### src/rtl/nv_seq_detect.sv
module nv_seq_detect #(
  parameter int ADDR_W = 15,
  parameter int KEY_W = 14,
  parameter logic [KEY_W-1:0] KEY0 = 14'h0E38,
  parameter logic [KEY_W-1:0] KEY1 = 14'h31C7,
  parameter logic [KEY_W-1:0] KEY2 = 14'h03E0,
  parameter logic [KEY_W-1:0] KEY3 = 14'h3C1F,
  parameter logic [KEY_W-1:0] KEY4 = 14'h303F,
  parameter logic [KEY_W-1:0] KEY_SAVE = 14'h0FC0,
  parameter logic [KEY_W-1:0] KEY_REST = 14'h0C63
) (
  input  logic              clk,
  input  logic              rst_n,
  input  logic              cyc_stb,
  input  logic              ce_n,
  input  logic              we_n,
  input  logic              oe_n,
  input  logic [ADDR_W-1:0] addr,
  input  logic              nv_busy,
  output logic              save_go,
  output logic              restore_go,
  output logic              dq_hiz
);
  localparam int LAST = 5;
  localparam int SW = $clog2(LAST + 1);

  logic [SW-1:0]    step;
  logic [KEY_W-1:0] key;
  logic             sel, rd, hit_save, hit_rest;
  logic             oe_unused;

  function automatic logic [KEY_W-1:0] key_at(input logic [SW-1:0] s);
    case (s)
      SW'(0):  return KEY0;
      SW'(1):  return KEY1;
      SW'(2):  return KEY2;
      SW'(3):  return KEY3;
      default: return KEY4;
    endcase
  endfunction

  assign oe_unused = oe_n;
  assign key      = addr[KEY_W-1:0];
  assign sel      = cyc_stb && !ce_n && !nv_busy;
  assign rd       = sel && we_n;
  assign hit_save = rd && step == SW'(LAST) && key == KEY_SAVE;
  assign hit_rest = rd && step == SW'(LAST) && key == KEY_REST;
  assign dq_hiz   = hit_save || hit_rest;

  always_ff @(posedge clk or negedge rst_n) begin
    if (!rst_n) begin
      step       <= '0;
      save_go    <= 1'b0;
      restore_go <= 1'b0;
    end else begin
      save_go    <= hit_save;
      restore_go <= hit_rest;
      if (sel) begin
        if (!we_n)
          step <= '0;
        else if (step != SW'(LAST) && key == key_at(step))
          step <= step + SW'(1);
        else if (dq_hiz)
          step <= '0;
        else if (key == KEY0)
          step <= SW'(1);
        else
          step <= '0;
      end
    end
  end

  p_one_kind_r1: assert property (@(posedge clk) disable iff (!rst_n)
    !(save_go && restore_go));
  p_save_single_r1: assert property (@(posedge clk) disable iff (!rst_n)
    save_go |=> !save_go);
  p_rest_single_r2: assert property (@(posedge clk) disable iff (!rst_n)
    restore_go |=> !restore_go);
  p_hiz_pulse_r6: assert property (@(posedge clk) disable iff (!rst_n)
    dq_hiz |=> (save_go || restore_go));
  p_write_cancel_r4: assert property (@(posedge clk) disable iff (!rst_n)
    (cyc_stb && !ce_n && !we_n && !nv_busy) |=> step == '0);
  p_desel_hold_r8: assert property (@(posedge clk) disable iff (!rst_n)
    (!cyc_stb || ce_n) |=> $stable(step));
  p_busy_hold_r9: assert property (@(posedge clk) disable iff (!rst_n)
    nv_busy |=> $stable(step));
  p_idle_after_r9: assert property (@(posedge clk) disable iff (!rst_n)
    (save_go || restore_go) |-> step == '0);
  p_step_range_r7: assert property (@(posedge clk) disable iff (!rst_n)
    step <= SW'(LAST));
endmodule

### config.mk
export PLATFORM = sky130hd
export DESIGN_NAME = nv_seq_detect
export DESIGN_NICKNAME = d
export VERILOG_FILES = /design/src/rtl/nv_seq_detect.sv
export SDC_FILE = /design/constraint.sdc
export NUM_CORES = 1
export LEC_CHECK = 0
export ABC_AREA = 1
export BUFFER_PORTS_ARGS = -buffer_cell sky130_fd_sc_hd__clkbuf_2
export CAP_MARGIN = 25
export CORE_AREA = 2 2 39 41
export DETAILED_ROUTE_END_ITERATION = 12
export DIE_AREA = 0 0 41 43
export PLACE_DENSITY = 0.9
export SYNTH_ARGS = -nofsm -noshare
export SYNTH_HDL_FRONTEND = slang
export SYNTH_SLANG_ARGS = --single-unit
export TNS_END_PERCENT = 50
### constraint.sdc
create_clock -name clk -period 2.6 [get_ports clk]
set_input_delay 0.78 -clock clk [delete_from_list [all_inputs] [get_ports clk]]
set_output_delay 0.78 -clock clk [all_outputs]
set_load 0.03 [all_outputs]
==> flow_summary.ini, run 1 <==
[timing]
fin_crit_sh_pct = 96.1
fmax_mhz = 400
min_period_ps = 2500
worstMarginPinSlew_ps = 253
hold_viol = 0
setup_viol = 0
relSlewSlack_pct = 83.0
maxSlewViolCount = 0
timing.hold.ws_ps = 353
layout_setup_ws_ps = 102
fin_skew_ps = 1.62

[grt]
grt_pass1_vias = 729
grt_use_met2_pct = 33.8
use_met3_pct = 5.24
grt-busiest-layer = met2
grt_max_degree = 13
antenna_found_initial = 0
track_usage_pct = 20.3
overflow = 0
grt_pass1_wl_um = 2470
grtUsageMet1_pct = 20.8

[floorplan]
start_util_pct = 47.6
dieArea_um2 = 1760
die_h_um = 43
coreArea_um2 = 1380
rows = 14
ios = 25
die_width_um = 41

[critical_path]
cp_slowest_cell = nand3b_1
worstSetupStartpoint = addr[4]
rrSetupSlack_ps = 710
r2r_end = step[0]
crit_cells = 7
startpoint_type = input pin
crit_arrival_ps = 1720
crit_fanout = 4
end_kind = output pin
crit_family = simple AND/OR/NAND/NOR gates
path_cells = clkbuf_2 -> inv_1 -> nand4_1 -> nor4_2 -> nand3b_1 -> a21oi_2 -> buf_4
required_ps = 1820
endpoint = dq_hiz
cp.buffers_inverters = 3
reg2reg_depth = 12
path_class = input pin to output pin
max_stage_delay_ps = 160
worstReg2RegStart = step[0]

[synthesis]
synth_cells = 114
synth_area_um2 = 658
synth_nets = 141
yosysWarnings = 0
syn_avg_cell_area_um2 = 5.77
synth_cell_types = 18
ys_seq_area_share_pct = 19.0
synth-seq-cells = 5

[pwr]
p_leak_uw = 0.000473
ir_drop_v = 0.000221
powerDensity_nw_per_um2 = 253

[layout]
antenna_cells = 0
drive_above_1_share_pct = 28.9
fin_cells = 158
fin_nets = 170
area_delta_synth_final_pct = 28.1

[placement]
port_buffers = 22
hpwl_um = 1300
gp_congestion = 0.840
dp_cells = 154
place_ws_ps = 69.0

[run]
cap_violations = 0

[clocking]
cts_hold_buf = 0
cts_num_sinks = 5
root_buffer = clkbuf_4
clkTransAtPathRegs_ps = 40
htree_levels = 1
clock_path_buffers = 2
clock_latency_ps = 240
cts_tree = yes
cts_buffers = 3

[detailed_routing]
avgViaCountPerCell = 5.22
wl_per_cell_um = 10.0
dr.pass1.iters = 4
drt_iter0_drc = 20
vias = 824
drtAntennaViolNets = 0
drc = 0
finalWirelength_um = 1580

[hold_path]
holdCritPathClass = input pin to asynchronous set/reset pin

[run_status]
status = finished clean
-- per-stage QoR --
step / TNS (ps) / total power (uW) / instance area, um^2 / utilization [%]
finish: 0 / 213 / 843 / 60.9
global route: -4.23 / 224 / 843 / 60.9
CTS: 0 / 216 / 830 / 59.9
floorplan: 0 / 100 / 662 / -
global placement: 0 / 123 / 803 / 58.0
detailed placement: 0 / 125 / 803 / 58.0
-- cell usage in the layout (no fill, tap or decap), types with 2 or more instances in the layout --
master	count
buf_4	4
clkbuf_2	21
clkbuf_4	3
dfrtp_1	5
ha_1	5
inv_1	18
nand2_1	36
nand2_2	2
nand3_1	13
nand3b_1	2
nand4_1	3
nor2_1	12
nor2_2	5
o21ai_1	5
-- cell type report --
cell class	instances	area, um^2
Tap cell	16	20.0
Multi-Input combinational cell	89	465
Fill cell	124	541
Sequential cell	5	125
Clock buffer	4	26.3
Timing Repair Buffer	25	135
Inverter	19	71.3
-- repair_timing --
action / 4_1_cts / 5_1_grt
endpoints found under the setup margin: 0 / 1
gates resized for setup: 0 / 5
endpoints found under the hold margin: 0 / 0
setup buffers: 0 / 0
-- worst reg2reg max path, cell delays in order (launching register included) --
cell,delay (ps)
dfrtp_1,410
ha_1,220
ha_1,210
nor2_1,180
nand2_1,100
nand2_1,80
nand2_1,70
nor2_2,120
nand2_2,80
nor2_4,130
nand2_1,60
nand3_1,80
nand2_1,50
-- Yosys cell counts --
cell type	instances	area share [%]
nor2_1	12	6.8
a21oi_1	1	0.76
nor2_4	1	1.7
nand2_2	2	1.9
nor2_2	5	4.8
nand3b_1	2	2.3
inv_1	18	10
inv_2	1	0.57
ha_1	5	9.5
nand2_1	36	21
dfrtp_1	5	19
o21ai_1	5	3.8
buf_6	1	1.7
nand4_1	3	2.9
nand3_1	13	9.9
nor4_1	2	1.9
or2_2	1	0.95
nor3_1	1	0.76
-- sequential cells by signal (all words and copies together), names as in the netlist --
signal      count
step            3
save_go         1
restore_go      1
-- layer usage --
layer | up-vias | wire (um)
li1 | 417 | -
met1 | 372 | 657
met2 | 33 | 816
met3 | 2 | 95
met4 | 0 | 11
met5 | - | 0
-- power breakdown --
| part | switching [uW] | internal, uW | total (uW) |
|---|---|---|---|
| Sequential | 0.105 | 78.2 | 78.3 |
| Combinational | 27.5 | 20.3 | 47.8 |
| Clock | 29.1 | 57.8 | 86.9 |
-- cell families (layout without fill, tap and decap cells) --
family                     count (synthesis)  in the layout  share of synthesized area [%]
DFF                                        5              5                           19.0
buffers and inverters                     20             48                           12.5
and+or+nand+nor                           78             78                           54.4
AOI/OAI and AO/OA                          6              6                           4.56
adders and majority gates                  5              5                           9.51
-- worst min-delay path by stage --
stage                       start          to  slack, ps  cells after the start
final                       rst_n     step[2]        350                      1
after global routing        rst_n     step[2]        360                      1
after CTS                   rst_n     step[2]        340                      1
after floorplan             rst_n  restore_go        480                      0
after global placement    step[0]     step[0]        540                      2
after detailed placement  step[0]     step[0]        560                      2
No activity file was read; power rests on OpenSTA's default activity.
==> inputs of run 2 (changes only) <==
--- a/constraint.sdc
+++ b/constraint.sdc
@@ -3,2 +3,2 @@
 set_output_delay 0.78 -clock clk [all_outputs]
-set_load 0.03 [all_outputs]
+set_load 0.1 [all_outputs]
==> flow_summary.ini, run 2 (synthesis gave the netlist of run 1 again) <==
[placement]
gp_congestion = 0.805
port_buffers = 22
place_ws_ps = 43.8
hpwl_um = 1350

[layout]
multiInputGateArea_um2 = 493
area_delta_synth_final_pct = 36.5
reg_top3 = step: 3 flops, restore_go: 1 flops, save_go: 1 flops
fin_nets = 172
layout_commonest_cell = nand2_1
seq_area_um2 = 125
largest_reg_flops = 3
largest_register = step
fillCellCount = 128
final_cell_mix = 35 x nand2_1, 21 x clkbuf_2, 17 x inv_1
drive_above_1_share_pct = 32.6
antenna_cells = 0
fin_util_pct = 64.9

[clocking]
clock_latency_ps = 230
clkTransAtPathRegs_ps = 40
cts_hold_buf = 0
clock_path_buffers = 2
root_buffer = clkbuf_4
htree_levels = 1
cts_num_sinks = 5
cts_buffers = 3
cts_tree = yes

[floorplan]
rows = 14
die_h_um = 43
start_util_pct = 47.6
ios = 25
coreArea_um2 = 1380
die_width_um = 41
dieArea_um2 = 1760

[timing]
fin_skew_ps = 0.564
fmax_mhz = 390
worstMarginPinSlew_ps = 541
min_period_ps = 2570
hold_viol = 0
tns_ps = 0
fin_crit_sh_pct = 98.7
layout_setup_ws_ps = 32.8
setup_viol = 0
maxSlewViolCount = 0
relSlewSlack_pct = 64.1

[run_status]
status = finished clean

[detailed_routing]
drt_iter0_drc = 7
avgViaCountPerCell = 4.99
wl_per_cell_um = 10.1
dr.pass1.iters = 4
drtAntennaViolNets = 0
vias = 798
drc = 0
finalWirelength_um = 1620

[pwr]
powerDensity_nw_per_um2 = 240
ir_drop_v = 0.000225
p_leak_uw = 0.000487

[critical_path]
path_class = input pin to output pin
max_stage_delay_ps = 210
cp.buffers_inverters = 3
cp_slowest_cell = a21oi_4
path_cells = clkbuf_2 -> inv_2 -> nand4_1 -> nor4_2 -> nand3b_1 -> a21oi_4 -> buf_12
crit_fanout = 3
end_kind = output pin
crit_arrival_ps = 1790
required_ps = 1820
crit_family = simple AND/OR/NAND/NOR gates
startpoint_type = input pin

[grt]
overflow = 0
grt_pass1_wl_um = 2550
antenna_found_initial = 0
grt_max_degree = 13
grt_pass1_vias = 725
track_usage_pct = 20.2

[hold_path]
holdCritPathClass = input pin to asynchronous set/reset pin

[run]
cap_violations = 0
-- run 2: cell types whose count changed in the layout (fill, tap and decap cells not counted), sizes merged --
cell  delta
buf      +2
-- run 2: worst paths after layout --
check / depth (start not counted) / from / slack, ps / end
worst max-delay path: 7 / addr[4] / 30 / dq_hiz
worst min-delay path: 1 / rst_n / 350 / step[1]
worst max register to register: 12 / step[0] / 610 / step[0]
worst min register to register: 2 / step[0] / 580 / step[0]
max in group asynchronous: 1 / rst_n / 2110 / step[2]
min in group clk: 2 / step[0] / 580 / step[0]
-- run 2: where the power goes --
| group | switching, uW | internal [uW] | leakage (uW) |
|---|---|---|---|
| sequential | 0.112 | 78.3 | 0.0000699 |
| clock | 28.2 | 57.8 | 0.0000150 |
| combinational | 29.2 | 21.9 | 0.000402 |
| total | 57.5 | 158 | 0.000487 |
-- run 2: routing by layer --
metal | part of all wire, % | global-route usage [%] | routed length (um)
met1 | 41 | 22.8 | 670
met5 | 0 | 0 | 0
met4 | 2.0 | 6.67 | 32
met2 | 53 | 37.5 | 857
met3 | 3.9 | 0 | 63
-- run 2: layout make-up --
class                      instances  area share (%)
clock buffer                       4            2.92
multi-input combinational         89            54.9
tap                               16            2.23
timing repair buffer              27            18.1
sequential                         5            13.9
inverter                          19            7.94
-- run 2: what timing repair did --
action,CTS,global route
endpoints found under the setup margin,0,1
buffers inserted,0,2
resized for setup,0,4
-- run 2: per-stage QoR --
step	area (um^2)	total power [uW]	hold WS [ps]	std cells
3_5_place_dp	842	128	560	154
3_3_place_gp	842	126	560	154
6_report	898	215	352	160
4_1_cts	868	217	346	158
5_1_grt	898	229	353	160
2_1_floorplan	686	101	484	114
==> inputs of run 3 (changes only) <==
Settings changed: BUFFER_PORTS_ARGS -buffer_cell sky130_fd_sc_hd__clkbuf_2 to -buffer_cell sky130_fd_sc_hd__buf_2, SKIP_CTS_REPAIR_TIMING from default to 1.
==> flow_summary.ini, run 3 (synthesis gave the netlist of run 1 again) <==
[critical_path]
endpoint = dq_hiz
crit_arrival_ps = 1740
r2r_end = step[0]
end_kind = output pin
path_class = input pin to output pin
worstSetupStartpoint = addr[7]
rrSetupSlack_ps = 680
required_ps = 1820
startpoint_type = input pin
reg2reg_depth = 12
crit_fanout = 3
worstReg2RegStart = step[0]

[timing]
maxSlewViolCount = 0
grt_setup_unrepaired = false
layout_setup_ws_ps = 79.3
worstMarginPinSlew_ps = 486
setup_viol = 0
relSlewSlack_pct = 67.8
hold_viol = 0
fin_skew_ps = 4.47
min_period_ps = 2520
fmax_mhz = 397
fin_crit_sh_pct = 96.9
timing.hold.ws_ps = 335

[hold_path]
holdCritPathClass = input pin to asynchronous set/reset pin

[placement]
hpwl_um = 1380
dpl_cell_area_um2 = 842
port_buffers = 22
gp_congestion = 0.792
place_ws_ps = 21.1

[floorplan]
coreArea_um2 = 1380
die_width_um = 41
start_util_pct = 47.6
dieArea_um2 = 1760
ios = 25
die_h_um = 43
rows = 14

[detailed_routing]
avgViaCountPerCell = 4.97
finalWirelength_um = 1660
met1_length_um = 655
vias = 790
dr.pass1.iters = 4
drtAntennaViolNets = 0
drc = 0
routed-wl-met3_um = 94
wl_per_cell_um = 10.4
top_layer_used = met4
drt_iter0_drc = 16
route.met2.wl_um = 864

[clocking]
clock_latency_ps = 250
clkTransAtPathRegs_ps = 40
cts_buffers = 3
cts_num_sinks = 5
root_buffer = clkbuf_4
htree_levels = 1
clock_path_buffers = 2
cts_tree = yes

[grt]
track_usage_pct = 21.9
grt_max_degree = 13
grt_pass1_vias = 704
overflow = 0
antenna_found_initial = 0
grt_pass1_wl_um = 2510

[layout]
design_area_um2 = 893
layout_commonest_cell = nand2_1
largest_register = step
fin_util_pct = 64.6
multiInputGateArea_um2 = 489
largest_reg_flops = 3
fillCellCount = 128
area_delta_synth_final_pct = 35.7
final_cell_mix = 36 x nand2_1, 20 x buf_2, 16 x inv_1
antenna_cells = 0
seq_area_um2 = 125
reg_top3 = step: 3 flops, restore_go: 1 flops, save_go: 1 flops
fin_nets = 171
drive_above_1_share_pct = 31.5

[run_status]
status = finished clean

[pwr]
p_leak_uw = 0.000483
powerDensity_nw_per_um2 = 248
ir_drop_v = 0.000208

[run]
cap_violations = 0
-- run 3: critical path, cell delays in order --
cell     delay, ps
buf_2          100
nand2_1         80
nor4_2         240
nand2_1        160
a21oi_4        190
buf_12         180
-- run 3: cell type report --
cell class,instances,area share [%]
sequential,5,14.0
clock buffer,4,2.94
timing repair buffer,26,18.1
tap,16,2.24
inverter,19,7.98
multi-input combinational,89,54.8
-- run 3: worst min path at each step --
stage | endpoint | start | slack (ps) | cells after the start
4_1_cts | step[0] | rst_n | 330 | 1
2_1_floorplan | restore_go | rst_n | 480 | 0
3_5_place_dp | step[0] | step[0] | 570 | 2
5_1_grt | step[0] | rst_n | 340 | 1
6_report | step[0] | rst_n | 330 | 1
3_3_place_gp | step[0] | step[0] | 560 | 2
-- run 3: routing by layer --
metal | up-vias | GRT usage (%)
met1 | 340 | 21.2
met4 | 0 | 16.0
met2 | 30 | 38.1
met3 | 4 | 3.14
li1 | 416 | -
met5 | - | 0
-- run 3: where the power goes --
| part | leakage [uW] | switching (uW) | internal, uW |
|---|---|---|---|
| clock network | 0.0000150 | 33.0 | 58.1 |
| registers | 0.0000699 | 0.117 | 78.2 |
| logic | 0.000398 | 29.2 | 22.8 |
| total | 0.000483 | 62.3 | 159 |
-- run 3: through the flow --
stage | setup TNS, ps | instances | total power (uW)
floorplan | -64.3 | 114 | 101
global placement | 0 | 154 | 126
finish | 0 | 159 | 221
detailed placement | 0 | 154 | 128
global route | 0 | 159 | 232
CTS | 0 | 158 | 223
